==> src/rtl/swtab_pkg.sv <==
`timescale 1ns/1ps
package swtab_pkg;

  localparam int ENT_W       = 68;
  localparam int WORD_W      = 32;
  localparam int IDX_FIELD_W = 10;
  localparam int N_WORDS     = 3;

  // register offsets (byte addresses)
  localparam logic [7:0] OFS_IDVER = 8'h00;
  localparam logic [7:0] OFS_GCTL  = 8'h08;
  localparam logic [7:0] OFS_TCTL  = 8'h20;
  localparam logic [7:0] OFS_W0    = 8'h34;
  localparam logic [7:0] OFS_W1    = 8'h38;
  localparam logic [7:0] OFS_W2    = 8'h3C;
  localparam logic [7:0] OFS_PORT0 = 8'h40;

  // global control bit positions
  localparam int GC_ENABLE = 31;
  localparam int GC_WIPE   = 30;
  localparam int GC_AGE    = 29;
  // table control commit flag
  localparam int TC_COMMIT = 31;

  localparam logic [WORD_W-1:0] GC_KEEP_MASK = 32'h8000_00FF;
  localparam logic [WORD_W-1:0] PC_KEEP_MASK = 32'hFFFF_001F;

  typedef logic [ENT_W-1:0] entry_t;

  // byte address of the control register of port p
  function automatic logic [7:0] port_ofs(int p);
    return 8'(32'(OFS_PORT0) + 4 * p);
  endfunction

  // bus view of one staging word; word 0 carries the top nibble
  function automatic logic [WORD_W-1:0] word_of(entry_t e, logic [1:0] w);
    logic [WORD_W-1:0] r;
    case (w)
      2'd0:    r = {28'd0, e[67:64]};
      2'd1:    r = e[63:32];
      default: r = e[31:0];
    endcase
    return r;
  endfunction

  // replace one staging word inside an entry image
  function automatic entry_t merge_word(entry_t e, logic [1:0] w,
                                        logic [WORD_W-1:0] d);
    entry_t r;
    r = e;
    case (w)
      2'd0:    r[67:64] = d[3:0];
      2'd1:    r[63:32] = d;
      default: r[31:0]  = d;
    endcase
    return r;
  endfunction

endpackage

==> src/rtl/swtab_wipe.sv <==
`timescale 1ns/1ps
module swtab_wipe #(
  parameter int ENTRIES = 64,
  localparam int PTR_W  = $clog2(ENTRIES)
) (
  input  logic             clk,
  input  logic             rst_n,
  input  logic             start,
  output logic             busy,
  output logic [PTR_W-1:0] ptr,
  output logic             last
);

  localparam logic [PTR_W-1:0] LAST_IDX = PTR_W'(ENTRIES - 1);

  assign last = busy && (ptr == LAST_IDX);

  always_ff @(posedge clk or negedge rst_n) begin
    if (!rst_n) begin
      busy <= 1'b0;
      ptr  <= '0;
    end else if (busy) begin
      if (last) begin
        busy <= 1'b0;
        ptr  <= '0;
      end else begin
        ptr <= ptr + 1'b1;
      end
    end else if (start) begin
      busy <= 1'b1;
      ptr  <= '0;
    end
  end

endmodule

==> src/rtl/swtab_store.sv <==
`timescale 1ns/1ps
module swtab_store
  import swtab_pkg::*;
#(
  parameter int ENTRIES = 64,
  localparam int IDX_W  = $clog2(ENTRIES)
) (
  input  logic                   clk,
  input  logic                   rst_n,
  input  logic [N_WORDS-1:0]     stage_we,
  input  logic [WORD_W-1:0]      stage_data,
  input  logic                   tc_fire,
  input  logic                   tc_commit,
  input  logic [IDX_FIELD_W-1:0] tc_idx,
  input  logic                   wipe_busy,
  input  logic [IDX_W-1:0]       wipe_ptr,
  output entry_t                 staged,
  output logic                   commit_fire,
  output logic                   load_fire,
  output logic                   idx_ok
);

  entry_t           mem [ENTRIES];
  entry_t           staged_nx;
  logic [IDX_W-1:0] tab_addr;

  assign idx_ok      = 32'(tc_idx) < ENTRIES;
  assign tab_addr    = tc_idx[IDX_W-1:0];
  assign commit_fire = tc_fire && tc_commit && !wipe_busy && idx_ok;
  assign load_fire   = tc_fire && !tc_commit && !wipe_busy;

  // table array: wipe has the port while it runs, else commits
  always_ff @(posedge clk) begin
    if (wipe_busy)
      mem[wipe_ptr] <= '0;
    else if (commit_fire)
      mem[tab_addr] <= staged;
  end

  always_comb begin
    staged_nx = staged;
    for (int w = 0; w < N_WORDS; w++) begin
      if (stage_we[w])
        staged_nx = merge_word(staged_nx, 2'(w), stage_data);
    end
    if (load_fire)
      staged_nx = idx_ok ? mem[tab_addr] : '0;
  end

  always_ff @(posedge clk or negedge rst_n) begin
    if (!rst_n)
      staged <= '0;
    else
      staged <= staged_nx;
  end

endmodule

==> src/rtl/swtab_ctrl.sv <==
`timescale 1ns/1ps
module swtab_ctrl
  import swtab_pkg::*;
#(
  parameter int NPORTS = 3
) (
  input  logic                          clk,
  input  logic                          rst_n,
  input  logic                          gc_we,
  input  logic [NPORTS-1:0]             pc_we,
  input  logic [WORD_W-1:0]             wdata,
  input  logic                          wipe_busy,
  output logic [WORD_W-1:0]             gctl_q,
  output logic                          age_strobe,
  output logic                          wipe_start,
  output logic [NPORTS-1:0][WORD_W-1:0] pctl_q
);

  assign wipe_start = gc_we && wdata[GC_WIPE] && !wipe_busy;

  always_ff @(posedge clk or negedge rst_n) begin
    if (!rst_n) begin
      gctl_q     <= '0;
      age_strobe <= 1'b0;
    end else begin
      age_strobe <= gc_we && wdata[GC_AGE];
      if (gc_we)
        gctl_q <= wdata & GC_KEEP_MASK;
    end
  end

  for (genvar p = 0; p < NPORTS; p++) begin : g_port
    always_ff @(posedge clk or negedge rst_n) begin
      if (!rst_n)
        pctl_q[p] <= '0;
      else if (pc_we[p])
        pctl_q[p] <= wdata & PC_KEEP_MASK;
    end
  end

endmodule

==> src/rtl/swtab_top.sv <==
`timescale 1ns/1ps
module swtab_top
  import swtab_pkg::*;
#(
  parameter int          ENTRIES   = 64,
  parameter int          NPORTS    = 3,
  parameter int          ADDR_W    = 8,
  parameter logic [15:0] ID_CODE   = 16'h5A17,
  parameter logic [7:0]  REV_MAJOR = 8'h01,
  parameter logic [7:0]  REV_MINOR = 8'h04,
  localparam int         PTR_W     = $clog2(ENTRIES)
) (
  input  logic                  clk,
  input  logic                  rst_n,
  input  logic                  bus_sel,
  input  logic                  bus_we,
  input  logic [ADDR_W-1:0]     bus_addr,
  input  logic [WORD_W-1:0]     bus_wdata,
  output logic [WORD_W-1:0]     bus_rdata,
  output logic                  tab_enable,
  output logic                  age_strobe,
  output logic [2*NPORTS-1:0]   port_state
);

  // named internal events (also observed by the checker)
  logic                          wr_fire, rd_fire;
  logic                          gc_fire, gc_rd, tc_fire;
  logic [N_WORDS-1:0]            stage_we;
  logic [NPORTS-1:0]             pc_we;
  logic                          wipe_busy, wipe_last, wipe_start;
  logic [PTR_W-1:0]              wipe_ptr;
  logic                          commit_fire, load_fire, idx_ok;
  entry_t                        staged;
  logic [WORD_W-1:0]             gctl_q;
  logic [NPORTS-1:0][WORD_W-1:0] pctl_q;
  logic [IDX_FIELD_W-1:0]        tc_idx_q;
  logic [WORD_W-1:0]             rd_next;

  assign wr_fire = bus_sel && bus_we;
  assign rd_fire = bus_sel && !bus_we;
  assign gc_fire = wr_fire && (bus_addr == ADDR_W'(OFS_GCTL));
  assign gc_rd   = rd_fire && (bus_addr == ADDR_W'(OFS_GCTL));
  assign tc_fire = wr_fire && (bus_addr == ADDR_W'(OFS_TCTL));
  assign stage_we[0] = wr_fire && (bus_addr == ADDR_W'(OFS_W0));
  assign stage_we[1] = wr_fire && (bus_addr == ADDR_W'(OFS_W1));
  assign stage_we[2] = wr_fire && (bus_addr == ADDR_W'(OFS_W2));

  for (genvar p = 0; p < NPORTS; p++) begin : g_pdec
    assign pc_we[p] = wr_fire && (bus_addr == ADDR_W'(port_ofs(p)));
    assign port_state[2*p +: 2] = pctl_q[p][1:0];
  end

  swtab_wipe #(.ENTRIES(ENTRIES)) u_wipe (
    .clk   (clk),
    .rst_n (rst_n),
    .start (wipe_start),
    .busy  (wipe_busy),
    .ptr   (wipe_ptr),
    .last  (wipe_last)
  );

  swtab_store #(.ENTRIES(ENTRIES)) u_store (
    .clk         (clk),
    .rst_n       (rst_n),
    .stage_we    (stage_we),
    .stage_data  (bus_wdata),
    .tc_fire     (tc_fire),
    .tc_commit   (bus_wdata[TC_COMMIT]),
    .tc_idx      (bus_wdata[IDX_FIELD_W-1:0]),
    .wipe_busy   (wipe_busy),
    .wipe_ptr    (wipe_ptr),
    .staged      (staged),
    .commit_fire (commit_fire),
    .load_fire   (load_fire),
    .idx_ok      (idx_ok)
  );

  swtab_ctrl #(.NPORTS(NPORTS)) u_ctrl (
    .clk        (clk),
    .rst_n      (rst_n),
    .gc_we      (gc_fire),
    .pc_we      (pc_we),
    .wdata      (bus_wdata),
    .wipe_busy  (wipe_busy),
    .gctl_q     (gctl_q),
    .age_strobe (age_strobe),
    .wipe_start (wipe_start),
    .pctl_q     (pctl_q)
  );

  assign tab_enable = gctl_q[GC_ENABLE];

  // last index written to table control
  always_ff @(posedge clk or negedge rst_n) begin
    if (!rst_n)
      tc_idx_q <= '0;
    else if (tc_fire)
      tc_idx_q <= bus_wdata[IDX_FIELD_W-1:0];
  end

  // read multiplexer
  always_comb begin
    rd_next = '0;
    if (bus_addr == ADDR_W'(OFS_IDVER))
      rd_next = {ID_CODE, REV_MAJOR, REV_MINOR};
    else if (bus_addr == ADDR_W'(OFS_GCTL)) begin
      rd_next = gctl_q;
      rd_next[GC_WIPE] = wipe_busy;
    end else if (bus_addr == ADDR_W'(OFS_TCTL))
      rd_next = WORD_W'(tc_idx_q);
    else if (bus_addr == ADDR_W'(OFS_W0))
      rd_next = word_of(staged, 2'd0);
    else if (bus_addr == ADDR_W'(OFS_W1))
      rd_next = word_of(staged, 2'd1);
    else if (bus_addr == ADDR_W'(OFS_W2))
      rd_next = word_of(staged, 2'd2);
    for (int p = 0; p < NPORTS; p++) begin
      if (bus_addr == ADDR_W'(port_ofs(p)))
        rd_next = pctl_q[p];
    end
  end

  always_ff @(posedge clk or negedge rst_n) begin
    if (!rst_n)
      bus_rdata <= '0;
    else if (rd_fire)
      bus_rdata <= rd_next;
  end

endmodule

==> config.mk <==
export PLATFORM = sky130hd
export DESIGN_NAME = swtab_top
export DESIGN_NICKNAME = d
export VERILOG_FILES = /design/src/rtl/swtab_pkg.sv /design/src/rtl/swtab_wipe.sv /design/src/rtl/swtab_store.sv /design/src/rtl/swtab_ctrl.sv /design/src/rtl/swtab_top.sv
export SDC_FILE = /design/constraint.sdc
export NUM_CORES = 2
export LEC_CHECK = 0
export CAP_MARGIN = 20
export CELL_PAD_IN_SITES_DETAIL_PLACEMENT = 1
export CELL_PAD_IN_SITES_GLOBAL_PLACEMENT = 1
export CORE_AREA = 2 2 586 588
export DETAILED_ROUTE_END_ITERATION = 6
export DIE_AREA = 0 0 588 590
export DONT_BUFFER_PORTS = 1
export PLACE_DENSITY_LB_ADDON = 0.1
export SLEW_MARGIN = 5
export SYNTH_ARGS = -nofsm -noshare
export SYNTH_HDL_FRONTEND = slang
export SYNTH_HIERARCHICAL = 1
export SYNTH_MEMORY_MAX_BITS = 65536
export SYNTH_SLANG_ARGS = --single-unit
==> constraint.sdc <==
create_clock -name clk -period 6.6 [get_ports clk]
set_clock_uncertainty 0.05 [all_clocks]
set_input_delay 0.66 -clock clk [delete_from_list [all_inputs] [get_ports clk]]
set_output_delay 0.66 -clock clk [all_outputs]
set_load 0.01 [all_outputs]
Word-level counts from Yosys, hierarchy flattened

Memory sizes are Yosys's and may differ from the RTL's.
Index checks and enable logic that the tools add are counted.

Memories kept: 1
Output and inout bits: 40
Register bits after elaboration: 190
Memory bits (writable): 4352

Memory list:

| memory      | depth | width | rd ports | clocked after Yosys merged registers in | wr ports | RTL line          | text |
|---|---|---|---|---|---|---|---|
| u_store.mem | 64    | 68    | 1        | 0                                       | 1        | swtab_store.sv:23 | `entry_t mem [ENTRIES];` |

Order comparisons: 1
Reductions and logical operators: 25
Equal/unequal tests: 9
Multiplexer cells: 28
$add $sub $neg: 1

Operator list:

| cell                                                | number |
|---|---|
| two-way mux 32 bit                                  | 10 |
| two-way mux 68 bit                                  | 4 |
| OR reduction 68 bit                                 | 1 |
| two-way mux 64 bit                                  | 1 |
| equality test 8 x 6 -> 1 bit, second input constant | 4 |
| equality test 8 x 7 -> 1 bit, second input constant | 3 |
| two-way mux 6 bit                                   | 4 |
| logical AND 1 bit                                   | 19 |
| < comparator 10 x 7 -> 1 bit, second input constant | 1 |
| two-way mux 1 bit                                   | 9 |
| equality test 8 x 4 -> 1 bit, second input constant | 1 |
| logical NOT 8 bit                                   | 1 |
| adder 6 x 1 -> 6 bit, second input constant         | 1 |
| equality test 6 bit, second input constant          | 1 |
| logical NOT 1 bit                                   | 3 |
| nonzero test 2 bit                                  | 1 |

Depth between registers and ports, before layout

Word-level depth: 10
Gate-level depth with buffers: 15

Modules after synthesis

Netlist, hierarchy kept.

By module, submodules not included:

| module      | area an instance (um^2) | times used | cells each | sequential area each (um^2) |
|---|---|---|---|---|
| swtab_store | 168925.8                | 1          | 7442       | 132387.0 |
| swtab_top   | 3618.5                  | 1          | 466        | 1051.0 |
| swtab_ctrl  | 3377.0                  | 1          | 211        | 1826.8 |
| swtab_wipe  | 392.9                   | 1          | 39         | 175.2 |

Worst setup path before layout

Ideal clock, no wire load.

Kind: input to register
Start: input port bus_addr[3]
End: memory u_store/mem[62][0] (netlist bit), enable pin
Stages: 12
Setup slack: 0.275 ns
Arrival time: 5.780 ns
Library setup time: 0.495 ns
Path buffers: 4
Cells stage by stage: buf_2 nor4_2 and2_1 buf_2 and2b_1 buf_4 nand2_1 nor3_2 buf_2 mux2i_1 nand2_1 nor2_1

Word-level cells in the longest chain between the ends: 10
Elaborated cells on any way between the ends: 11
Classes of those cells: eq/ne (1); mux (5); reduce/logical (5)

RTL lines:

| item                                                                    | RTL line          | text |
|---|---|---|
| from (decl)                                                             | swtab_top.sv:17   | `input logic [ADDR_W-1:0] bus_addr,` |
| equality test 8 x 6 -> 1 bit *                                          | swtab_top.sv:43   | `assign tc_fire = wr_fire && (bus_addr == ADDR_W'(OFS_TCTL));` |
| logical AND 1 bit *                                                     | swtab_top.sv:43   |  |
| via tc_fire                                                             | swtab_top.sv:27   | `logic gc_fire, gc_rd, tc_fire;` |
| logical AND 1 bit * (3 in series)                                       | swtab_store.sv:29 | `assign commit_fire = tc_fire && tc_commit && !wipe_busy && idx_ok;` |
| two-way mux 1 bit *                                                     | swtab_store.sv:36 | `else if (commit_fire)` |
| two-way mux 1 bit *                                                     | swtab_store.sv:34 | `if (wipe_busy)` |
| two-way mux 1 bit (not written as such) *                               | swtab_store.sv:37 | `mem[tab_addr] <= staged;` |
| OR reduction 68 bit (no line)                                           | n/a               |  |
| two-way mux 6 bit (no line) / two-way mux 1 bit (equally long branches) | n/a               |  |
| to (decl)                                                               | swtab_store.sv:23 |  |

Mark *: on every way through the listed nets, which the timed path passes. The rest lies on a longest branch.

Worst setup path in the final report

Start: input port bus_wdata[0]
End: register u_store.staged[25]

Word-level cells in the longest chain between the ends: 3
Elaborated cells on any way between the ends: 4
Classes of those cells: order compare (1); mux (2); memory (1)

RTL lines:

| item                                                                             | RTL line          | text |
|---|---|---|
| from (decl)                                                                      | swtab_top.sv:18   | `input logic [WORD_W-1:0] bus_wdata,` |
| memory read (64 x 68 bit) / < comparator 10 x 7 -> 1 bit (equally long branches) | n/a               |  |
| two-way mux 68 bit *                                                             | swtab_store.sv:47 | `staged_nx = idx_ok ? mem[tab_addr] : '0;` |
| two-way mux 68 bit *                                                             | swtab_store.sv:46 | `if (load_fire)` |
| to (signal assigned)                                                             | swtab_store.sv:54 | `staged <= staged_nx;` |
| to (decl)                                                                        | swtab_store.sv:17 | `output entry_t staged,` |

Mark *: on every way between the ends. The rest lies on a longest branch, timed or not.
A chain may end at the register's enable or synchronous reset.

==> summary.md <==
| Metric | Value |
|---|---|
| CP Data Arrival Time | `5990 ps` |
| Number of vias per cell | `6.96` |
| Worst Path Required | `7400 ps` |
| Number of global-route vias before repair | `95100` |
| PostCTS Resize Cnt | `0` |
| Worst hold slack | `67.7 ps` |
| DR DRC count | `0` |
| Largest net degree at the start of global routing | `1071` |
| Rows | `215` |
| Root buffer cell | `clkbuf_16` |
| Final setup viols | `0` |
| Layout Area Growth over Synthesis | `13.0%` |
| Setup Slack @ Placement | `168 ps` |
| Hold Path Origin | `bus_wdata[17]` |
| R2r setup slk | `1970 ps` |
| Power Dens Cells | `296 nW/µm²` |
| Core Box Area | `341000 µm²` |
| Clock period minus final worst setup slack | `5200 ps` |
| Cells after Synth | `8156` |
| FF-to-FF Start | `u_wipe/busy` |
| IO Port Bufs | `0` |
| DR iter-0 viols | `14800` |
| Sink Count | `4542` |
| Die ar. | `347000 µm²` |
| Nets@finish | `8535` |
| Drt wl/cell | `43.2 µm` |
| Via count | `93800` |
| Worst VDD drop | `0.282 mV` |
| Post-layout util | `58.4%` |
| Gr usage total | `33.6%` |
| CTS Buffer Depth | `4` |
| Most common cell after layout, fill and taps aside | `edfxtp_1` |
| Worst-Margin Slew | `1350 ps` |
| Critical Path Source Type | `primary input` |
| Design Power | `59100 µW` |
| RSZ-0062 raised after global routing | `false` |
| Headroom to the max-slew limit | `9.92%` |
| HP Class | `in -> reg` |
| Clk slew on worst S/H paths | `60 ps` |
| Layout cell share with drive strength beyond 1 | `26.1%` |
| CP endpoint kind | `flip-flop` |
| Period utilization | `78.8%` |
| Worst setup margin | `1400 ps` |
| Clock Latency Late Sink | `1030 ps` |
| Avg Inst Size Synth | `21.6 µm²` |
| Inserted Clock Buffers | `458` |
| Die width | `588 µm` |
| Hold Buf Count CTS | `46` |
| Crit Path Max Fanout | `140` |
| Clock tree from TritonCTS | `built` |
| # Post-CTS Setup Buffers | `0` |
| Starting Density | `51.7%` |
| Max Cap Violations | `0` |
| Synth warn | `6` |
| Most frequent cells in the layout | `edfxtp_1, mux4_2, clkbuf_16` |
| CTS H-tree lvls | `5` |
| Setup TNS | `0 ps` |
| Post-DP HPWL | `289000 µm` |
| GRT overflow | `0` |
| Detailed Route WL | `582000 µm` |
| First-pass detailed-route iteration total | `5` |
| Achievable Freq | `0.192 GHz` |
| IO Count | `84` |
| Routability cong. | `0.833` |
| CP Class | `in -> reg` |
| Leak | `0.0720 µW` |
| Die Height | `590 µm` |
| Final hold vios | `0` |
| Beginning of the critical path | `bus_wdata[0]` |
| Mapped Area | `176000 µm²` |
| Outcome | `finished clean` |
| Initial antenna violation count | `42` |
| Slew Limit Fails | `0` |
| Global-route wire length before repair | `797000 µm` |
| Post-route antenna net violation count | `0` |
-- worst max-delay path: stages --
cell and delay [ps]:
buf_16 680, buf_16 670, buf_16 250, buf_16 490, buf_16 530, mux4_2 600, mux4_2 520, mux2_2 290
o32ai_1 360, a31oi_1 70
-- registers in the layout, indices dropped and copies added, names as in the netlist --
signal,cells
bus_rdata,32
tc_idx_q,10
u_ctrl/age_strobe,1
u_ctrl/gctl_q,9
u_ctrl/pctl_q,63
u_store/mem,4352
u_store/staged,68
u_wipe/busy,1
u_wipe/ptr,6
-- where the power goes --
group	total [µW]	internal, µW	switching [µW]
Clock	25900	14700	11200
Sequential	31400	31200	210
Combinational	1750	634	1120
Total	59100	46500	12600
-- area by class of cell --
class / instances / area, µm²
Clock buffer: 591 / 12300
Inverter: 42 / 175
Tap cell: 4557 / 5700
Antenna cell: 43 / 108
Sequential cell: 4542 / 135000
Clock inverter: 261 / 2570
Fill cell: 28200 / 142000
Timing Repair Buffer: 369 / 4200
Multi-Input combinational cell: 3077 / 38800
-- worst paths after layout --
check                                endpoint  cells after the start
setup / recovery           u_store/staged[25]                     10
hold / removal             u_store/staged[49]                      4
setup reg to reg           u_store/staged[14]                      8
hold reg to reg                   tc_idx_q[3]                      1
max in group asynchronous        bus_rdata[1]                      3
min in group asynchronous  u_store/staged[14]                      2
-- routing by layer --
metal | share of wire (%) | global-route usage, % | vias up | wire, µm
met5 | 0.0084 | 0 | - | 49
met4 | 4.5 | 13.2 | 8 | 26300
met3 | 11 | 7.36 | 1213 | 64400
met2 | 47 | 52.6 | 6171 | 274000
met1 | 37 | 46.5 | 51400 | 217000
li1 | - | - | 35100 | -
-- stage by stage --
stage / cell area (µm²) / instances
2_1_floorplan: 177000 / 8210
3_3_place_gp: 183000 / 12500
3_5_place_dp: 184000 / 12500
4_1_cts: 199000 / 13400
5_1_grt: 199000 / 13500
6_report: 199000 / 13500
No activity file was read; power rests on OpenSTA's default activity.
